## src/rtl/cexp_pkg.sv

```systemverilog
package cexp_pkg;

    localparam int ILEN  = 32;
    localparam int CLEN  = 16;
    localparam int RIDX  = 5;
    localparam int CRIDX = 3;
    localparam int OPW   = 7;
    localparam int F3W   = 3;
    localparam int IMMI  = 12;
    localparam int IMMB  = 13;
    localparam int IMMJ  = 21;
    localparam int IMMU  = 20;

    typedef logic [ILEN-1:0] word_t;
    typedef logic [CLEN-1:2] body_t;
    typedef logic [RIDX-1:0] reg_t;
    typedef logic [F3W-1:0]  f3_t;
    typedef logic [OPW-1:0]  opc_t;

    typedef enum logic [1:0] {
        QD_ZERO = 2'b00,
        QD_ONE  = 2'b01,
        QD_TWO  = 2'b10,
        QD_FULL = 2'b11
    } quad_e;

    typedef struct packed {
        word_t word;
        logic  bad;
    } xres_t;

    localparam opc_t OPC_LOAD   = 7'b0000011;
    localparam opc_t OPC_STORE  = 7'b0100011;
    localparam opc_t OPC_OPIMM  = 7'b0010011;
    localparam opc_t OPC_OP     = 7'b0110011;
    localparam opc_t OPC_LUI    = 7'b0110111;
    localparam opc_t OPC_JAL    = 7'b1101111;
    localparam opc_t OPC_JALR   = 7'b1100111;
    localparam opc_t OPC_BRANCH = 7'b1100011;

    localparam reg_t REG_ZERO = 5'd0;
    localparam reg_t REG_LINK = 5'd1;
    localparam reg_t REG_SP   = 5'd2;

    localparam word_t WORD_BREAK = 32'h0010_0073;

    // Short register field names x8..x15
    function automatic reg_t prime_reg(input logic [CRIDX-1:0] r);
        return {2'b01, r};
    endfunction

    function automatic word_t pack_i(input logic [IMMI-1:0] imm, input reg_t rs1,
                                     input f3_t f3, input reg_t rd, input opc_t opc);
        return {imm, rs1, f3, rd, opc};
    endfunction

    function automatic word_t pack_s(input logic [IMMI-1:0] imm, input reg_t rs2,
                                     input reg_t rs1, input f3_t f3, input opc_t opc);
        return {imm[11:5], rs2, rs1, f3, imm[4:0], opc};
    endfunction

    function automatic word_t pack_b(input logic [IMMB-1:0] imm, input reg_t rs2,
                                     input reg_t rs1, input f3_t f3);
        return {imm[12], imm[10:5], rs2, rs1, f3, imm[4:1], imm[11], OPC_BRANCH};
    endfunction

    function automatic word_t pack_j(input logic [IMMJ-1:0] imm, input reg_t rd);
        return {imm[20], imm[10:1], imm[11], imm[19:12], rd, OPC_JAL};
    endfunction

    function automatic word_t pack_r(input logic [6:0] f7, input reg_t rs2, input reg_t rs1,
                                     input f3_t f3, input reg_t rd);
        return {f7, rs2, rs1, f3, rd, OPC_OP};
    endfunction

    function automatic word_t pack_u(input logic [IMMU-1:0] imm, input reg_t rd);
        return {imm, rd, OPC_LUI};
    endfunction

    function automatic xres_t good(input word_t w);
        xres_t r;
        r.word = w;
        r.bad  = 1'b0;
        return r;
    endfunction

    function automatic xres_t reject();
        xres_t r;
        r.word = '0;
        r.bad  = 1'b1;
        return r;
    endfunction

endpackage

```

## src/rtl/cexp_quad0.sv

```systemverilog
module cexp_quad0
    import cexp_pkg::*;
(
    input  body_t c,
    output xres_t res
);

    logic [9:0] spn_imm;
    logic [6:0] wofs;
    reg_t       rd_p;
    reg_t       rs1_p;

    always_comb begin
        spn_imm      = '0;
        spn_imm[9:6] = c[10:7];
        spn_imm[5:4] = c[12:11];
        spn_imm[3]   = c[5];
        spn_imm[2]   = c[6];

        wofs      = '0;
        wofs[6]   = c[5];
        wofs[5:3] = c[12:10];
        wofs[2]   = c[6];

        rd_p  = prime_reg(c[4:2]);
        rs1_p = prime_reg(c[9:7]);
    end

    always_comb begin
        unique case (c[15:13])
            3'b000: begin
                if (spn_imm == '0)
                    res = reject();
                else
                    res = good(pack_i({2'b00, spn_imm}, REG_SP, 3'b000, rd_p, OPC_OPIMM));
            end
            3'b010:
                res = good(pack_i({5'b0, wofs}, rs1_p, 3'b010, rd_p, OPC_LOAD));
            3'b110:
                res = good(pack_s({5'b0, wofs}, rd_p, rs1_p, 3'b010, OPC_STORE));
            default:
                res = reject();
        endcase
    end

endmodule

```

## src/rtl/cexp_quad1.sv

```systemverilog
module cexp_quad1
    import cexp_pkg::*;
(
    input  body_t c,
    output xres_t res
);

    logic [IMMI-1:0] simm;
    logic [11:0]     jofs;
    logic [8:0]      bofs;
    logic [9:0]      spadj;
    logic [IMMU-1:0] uimm;
    logic            imm_zero;
    reg_t            rd_full;
    reg_t            rd_p;
    reg_t            rs2_p;
    logic [4:0]      shamt;

    always_comb begin
        simm     = {{6{c[12]}}, c[12], c[6:2]};
        imm_zero = (c[12] == 1'b0) && (c[6:2] == 5'd0);
        rd_full  = c[11:7];
        rd_p     = prime_reg(c[9:7]);
        rs2_p    = prime_reg(c[4:2]);
        shamt    = c[6:2];

        jofs      = '0;
        jofs[11]  = c[12];
        jofs[10]  = c[8];
        jofs[9:8] = c[10:9];
        jofs[7]   = c[6];
        jofs[6]   = c[7];
        jofs[5]   = c[2];
        jofs[4]   = c[11];
        jofs[3:1] = c[5:3];

        bofs      = '0;
        bofs[8]   = c[12];
        bofs[7:6] = c[6:5];
        bofs[5]   = c[2];
        bofs[4:3] = c[11:10];
        bofs[2:1] = c[4:3];

        spadj      = '0;
        spadj[9]   = c[12];
        spadj[8:7] = c[4:3];
        spadj[6]   = c[5];
        spadj[5]   = c[2];
        spadj[4]   = c[6];

        uimm = {{14{c[12]}}, c[12], c[6:2]};
    end

    always_comb begin
        unique case (c[15:13])
            3'b000:
                res = good(pack_i(simm, rd_full, 3'b000, rd_full, OPC_OPIMM));
            3'b001:
                res = good(pack_j({{9{jofs[11]}}, jofs}, REG_LINK));
            3'b010:
                res = good(pack_i(simm, REG_ZERO, 3'b000, rd_full, OPC_OPIMM));
            3'b011: begin
                if (imm_zero)
                    res = reject();
                else if (rd_full == REG_SP)
                    res = good(pack_i({{2{spadj[9]}}, spadj}, REG_SP, 3'b000, REG_SP, OPC_OPIMM));
                else
                    res = good(pack_u(uimm, rd_full));
            end
            3'b100: begin
                unique case (c[11:10])
                    2'b00: begin
                        if (c[12])
                            res = reject();
                        else
                            res = good(pack_i({7'b0000000, shamt}, rd_p, 3'b101, rd_p, OPC_OPIMM));
                    end
                    2'b01: begin
                        if (c[12])
                            res = reject();
                        else
                            res = good(pack_i({7'b0100000, shamt}, rd_p, 3'b101, rd_p, OPC_OPIMM));
                    end
                    2'b10:
                        res = good(pack_i(simm, rd_p, 3'b111, rd_p, OPC_OPIMM));
                    default: begin
                        if (c[12]) begin
                            res = reject();
                        end else begin
                            unique case (c[6:5])
                                2'b00:   res = good(pack_r(7'b0100000, rs2_p, rd_p, 3'b000, rd_p));
                                2'b01:   res = good(pack_r(7'b0000000, rs2_p, rd_p, 3'b100, rd_p));
                                2'b10:   res = good(pack_r(7'b0000000, rs2_p, rd_p, 3'b110, rd_p));
                                default: res = good(pack_r(7'b0000000, rs2_p, rd_p, 3'b111, rd_p));
                            endcase
                        end
                    end
                endcase
            end
            3'b101:
                res = good(pack_j({{9{jofs[11]}}, jofs}, REG_ZERO));
            3'b110:
                res = good(pack_b({{4{bofs[8]}}, bofs}, REG_ZERO, rd_p, 3'b000));
            default:
                res = good(pack_b({{4{bofs[8]}}, bofs}, REG_ZERO, rd_p, 3'b001));
        endcase
    end

endmodule

```

## src/rtl/cexp_quad2.sv

```systemverilog
module cexp_quad2
    import cexp_pkg::*;
(
    input  body_t c,
    output xres_t res
);

    reg_t       rd_full;
    reg_t       rs2_full;
    logic [7:0] lsp;
    logic [7:0] ssp;
    logic [4:0] shamt;

    always_comb begin
        rd_full  = c[11:7];
        rs2_full = c[6:2];
        shamt    = c[6:2];

        lsp      = '0;
        lsp[7:6] = c[3:2];
        lsp[5]   = c[12];
        lsp[4:2] = c[6:4];

        ssp      = '0;
        ssp[7:6] = c[8:7];
        ssp[5:2] = c[12:9];
    end

    always_comb begin
        unique case (c[15:13])
            3'b000: begin
                if (c[12])
                    res = reject();
                else
                    res = good(pack_i({7'b0000000, shamt}, rd_full, 3'b001, rd_full, OPC_OPIMM));
            end
            3'b010: begin
                if (rd_full == REG_ZERO)
                    res = reject();
                else
                    res = good(pack_i({4'b0, lsp}, REG_SP, 3'b010, rd_full, OPC_LOAD));
            end
            3'b100: begin
                if (!c[12]) begin
                    if (rs2_full != REG_ZERO)
                        res = good(pack_r(7'b0000000, rs2_full, REG_ZERO, 3'b000, rd_full));
                    else if (rd_full != REG_ZERO)
                        res = good(pack_i(12'd0, rd_full, 3'b000, REG_ZERO, OPC_JALR));
                    else
                        res = reject();
                end else begin
                    if (rs2_full != REG_ZERO)
                        res = good(pack_r(7'b0000000, rs2_full, rd_full, 3'b000, rd_full));
                    else if (rd_full != REG_ZERO)
                        res = good(pack_i(12'd0, rd_full, 3'b000, REG_LINK, OPC_JALR));
                    else
                        res = good(WORD_BREAK);
                end
            end
            3'b110:
                res = good(pack_s({4'b0, ssp}, rs2_full, REG_SP, 3'b010, OPC_STORE));
            default:
                res = reject();
        endcase
    end

endmodule

```

## src/rtl/cinstr_expander.sv

```systemverilog
module cinstr_expander
    import cexp_pkg::*;
(
    input  logic        clk,
    input  logic        rst,
    input  logic        in_valid,
    input  logic [31:0] in_word,
    output logic        out_valid,
    output logic [31:0] out_word,
    output logic        out_illegal,
    output logic        out_compressed
);

    body_t body;
    quad_e quad;
    xres_t res_q0;
    xres_t res_q1;
    xres_t res_q2;
    xres_t sel;
    logic  is_short;

    assign body     = in_word[CLEN-1:2];
    assign quad     = quad_e'(in_word[1:0]);
    assign is_short = (quad != QD_FULL);

    cexp_quad0 u_q0 (.c(body), .res(res_q0));
    cexp_quad1 u_q1 (.c(body), .res(res_q1));
    cexp_quad2 u_q2 (.c(body), .res(res_q2));

    always_comb begin
        unique case (quad)
            QD_ZERO: sel = res_q0;
            QD_ONE:  sel = res_q1;
            QD_TWO:  sel = res_q2;
            default: sel = good(in_word);
        endcase
    end

    always_ff @(posedge clk) begin
        if (rst) begin
            out_valid      <= 1'b0;
            out_word       <= '0;
            out_illegal    <= 1'b0;
            out_compressed <= 1'b0;
        end else begin
            out_valid <= in_valid;
            if (in_valid) begin
                out_word       <= sel.word;
                out_illegal    <= sel.bad;
                out_compressed <= is_short;
            end
        end
    end

endmodule

```

## config.mk

```make
export PLATFORM = sky130hd
export DESIGN_NAME = cinstr_expander
export DESIGN_NICKNAME = d
export VERILOG_FILES = /design/src/rtl/cexp_pkg.sv /design/src/rtl/cexp_quad0.sv /design/src/rtl/cexp_quad1.sv /design/src/rtl/cexp_quad2.sv /design/src/rtl/cinstr_expander.sv
export SDC_FILE = /design/constraint.sdc
export NUM_CORES = 1
export LEC_CHECK = 0
export ABC_AREA = 0
export BUFFER_PORTS_ARGS = -buffer_cell sky130_fd_sc_hd__buf_2
export CELL_PAD_IN_SITES_DETAIL_PLACEMENT = 1
export CELL_PAD_IN_SITES_GLOBAL_PLACEMENT = 2
export CORE_MARGIN = 2
export CORE_UTILIZATION = 23
export DETAILED_ROUTE_END_ITERATION = 16
export PLACE_DENSITY_LB_ADDON = 0.1
export REMOVE_ABC_BUFFERS = 1
export SETUP_SLACK_MARGIN = 0.02
export SLEW_MARGIN = 20
export SYNTH_ARGS = -nofsm -noshare
export SYNTH_HDL_FRONTEND = slang
export SYNTH_SLANG_ARGS = --single-unit
export TNS_END_PERCENT = 10
```

## constraint.sdc

```tcl
create_clock -name clk -period 3.7 [get_ports clk]
set_clock_uncertainty 0.15 [all_clocks]
set_input_delay 0.185 -clock clk [delete_from_list [all_inputs] [get_ports clk]]
set_output_delay 0.185 -clock clk [all_outputs]
set_load 0.03 [all_outputs]
```

==> reports/summary.txt <==
core area -> 13800 um2
Hold-fix buffers, CTS -> 0
most common cell in the netlist -> nor2_1
mapped cell area -> 3240 um2
Critical Path Sink Type -> flip-flop
Max-cap violations -> 0
CTS max path bufs -> 2
Power Dens Cells -> 333 nW/um2
Clock transition at path regs -> 0.07 ns
TritonCTS clock tree -> done
Layout fillers -> 1702
Primary FF master, synth -> dfxtp_1
WP data arrival -> 2.35 ns
Seq/Total Area, Yosys -> 21.6%
Via Count -> 4048
I/O pin total -> 70
Pins Over Slew Limit -> 0
Post-synth EDFFs -> 0
port buffer count -> 69
largest stage delay on the critical path -> 0.58 ns
area leader, netlist -> dfxtp_1
Total GRT Usage -> 24.1%
worst slew pin tran -> 0.909 ns
Die Ht -> 123 um
H-tree depth -> 2
share of post-route cells with drive strength above 1 -> 21.6%
# Post-CTS Setup Buffers -> 0
Crit Path Category -> input port to flip-flop
residual DRC count -> 0
CTS-repair resized insts -> 0
Synth Area in XOR/XNOR -> 0%
min cycle time layout -> 2.31 ns
clk sink count -> 35
Synth area leaders -> dfxtp_1 (22%), nor2_1 (5.6%), a21oi_1 (4.8%)
DRT antenna net count -> 0
first-pass GRT wire length -> 26600 um
row cnt -> 43
area occupied by multi-input gates -> 2270 um2
Final Power -> 1.27 mW
Required @ worst endpoint -> 3.74 ns
Synth top area share -> 21.6%
CP startpoint kind -> input port
final wirelength -> 17700 um
Async S/R FF share, synth -> 0%
Adder-Cell Fraction of Synth Area -> 0%
clock latency on the worst-skew pair -> 0.30 ns
RSZ-0062 raised after global routing -> false
cells along the critical path -> buf_2 -> buf_4 -> nand3b_1 -> a21oi_1 -> a221oi_1 -> o221a_2 -> a2111oi_1
Post-Synth Simple-Gate Area -> 26.1%
Syn Area/Cell -> 6.98 um2
outcome -> complete, no violations
Max transition margin -> 39.3%
Hold Fails Final Rpt -> 0
vias in the first global route -> 3964
maximum number of pins on one net before global-route repair -> 40
fin crit share -> 62.4%
Yosys reg bits -> 35
ANT cells -> 0
Die W -> 123 um
1st-iter DRT viols -> 348
Detailed Place HPWL -> 12500 um
worst-path fanout max -> 26
Remaining Overflow, GRT -> 0
post-synth cell types -> 74
First-pass DRT Iterations -> 5
Final setup viols -> 0
total die area -> 15000 um2
worst hold path class -> input port to flip-flop
GPL Wtd Cong -> 0.895
LEAKAGE -> 1.42 nW
Critical-path top delay cell -> a21oi_1
Area growth, synth to finish -> 18.3%
Starting Density -> 23.4%
setup tns final -> 0 ns
post-synthesis compound-gate area fraction -> 43.4%
Syn. warnings -> 0
root buffer cell -> clkbuf_16
drt via density -> 5.94
Wirelength per Cell -> 26.0 um
mux share of post-synthesis cell area -> 0.695%
Final #Nets -> 535
top cells by count, synth -> nor2_1 (48), nand2_1 (39), clkbuf_1 (38)
Fmax -> 433 MHz
largest family of logic cells by synthesized area -> compound AO/OA/AOI/OAI gates
Num CTS Buffers -> 5
Syn Inst Count -> 464
Seq. cell area -> 701 um2
Max IR drop VDD -> 0.000146 V
initial antenna violation count -> 0
==> per-layer routing <==
layer	share of wire [%]	track usage (%)
met1	46	34.3
met2	45	36.4
met3	7.1	4.93
met4	2.1	6.97
met5	0	0
==> report_power, final <==
group          internal (mW)  switching, mW
logic                  0.121          0.291
clock network          0.249          0.199
registers              0.402         0.0136
total                  0.772          0.503
==> layout make-up <==
| class | instances | area share, % |
|---|---|---|
| timing repair buffer | 83 | 11.8 |
| inverter | 10 | 0.979 |
| multi-input combinational | 365 | 59.3 |
| sequential | 35 | 18.3 |
| tap | 180 | 5.88 |
| clock inverter | 3 | 0.522 |
| clock buffer | 5 | 3.26 |
==> path summary, 6_finish.rpt <==
kind	from	to	slack, ns	cells past startpoint
worst max register to register	out_word[9]$_SDFFE_PP0P_	out_word[9]$_SDFFE_PP0P_	2.45	4
worst min-delay path	in_word[17]	out_word[17]$_SDFFE_PP0P_	0.02	3
worst min register to register	out_word[8]$_SDFFE_PP0P_	out_word[8]$_SDFFE_PP0P_	0.30	2
worst max-delay path	in_word[15]	out_word[13]$_SDFFE_PP0P_	1.39	7
==> stage by stage <==
step | hold WS (ns) | setup slack, ns | std cells | util [%] | cell area [um2]
5_1_grt | 0.0155 | 1.28 | 681 | 27.7 | 3830
3_5_place_dp | 0.301 | 1.14 | 673 | 26.7 | 3690
3_3_place_gp | 0.288 | 1.29 | 673 | 26.7 | 3690
4_1_cts | 0.0103 | 1.47 | 681 | 27.7 | 3830
6_report | 0.0159 | 1.39 | 681 | 27.7 | 3830
2_1_floorplan | 0.104 | 1.66 | 410 | - | 3010
==> critical path: cells and delay by family <==
family / cells / cell delay [ns]
AO/OA/AOI/OAI: 4 / 1.39
buffers and inverters: 2 / 0.55
AND/OR/NAND/NOR: 1 / 0.20
==> cell usage in the layout, fill, tap and decap left out, types with 8 or more instances in the layout <==
master	Yosys	final
nand3_1	19	19
nor3_1	11	11
inv_1	10	10
nor2b_1	12	12
a31oi_1	10	10
dfxtp_1	35	35
nor2_1	48	48
buf_2	11	69
nand2_1	39	39
nand2b_1	8	8
o21ai_0	30	30
buf_4	1	14
o31ai_1	8	8
a21oi_1	31	31
o211ai_1	12	12
==> sequential cells by signal, indices dropped and copies added (netlist names) <==
| signal | count |
|---|---|
| out_word | 32 |
| out_illegal | 1 |
| out_compressed | 1 |
| out_valid | 1 |
==> logic make-up after synthesis <==
| logic type | count (synthesis) |
|---|---|
| compound gates | 193 |
| flops | 35 |
| mux | 2 |
| buf+inv | 64 |
| simple gates | 170 |
Note: power is estimated with default switching activity, not from simulation.
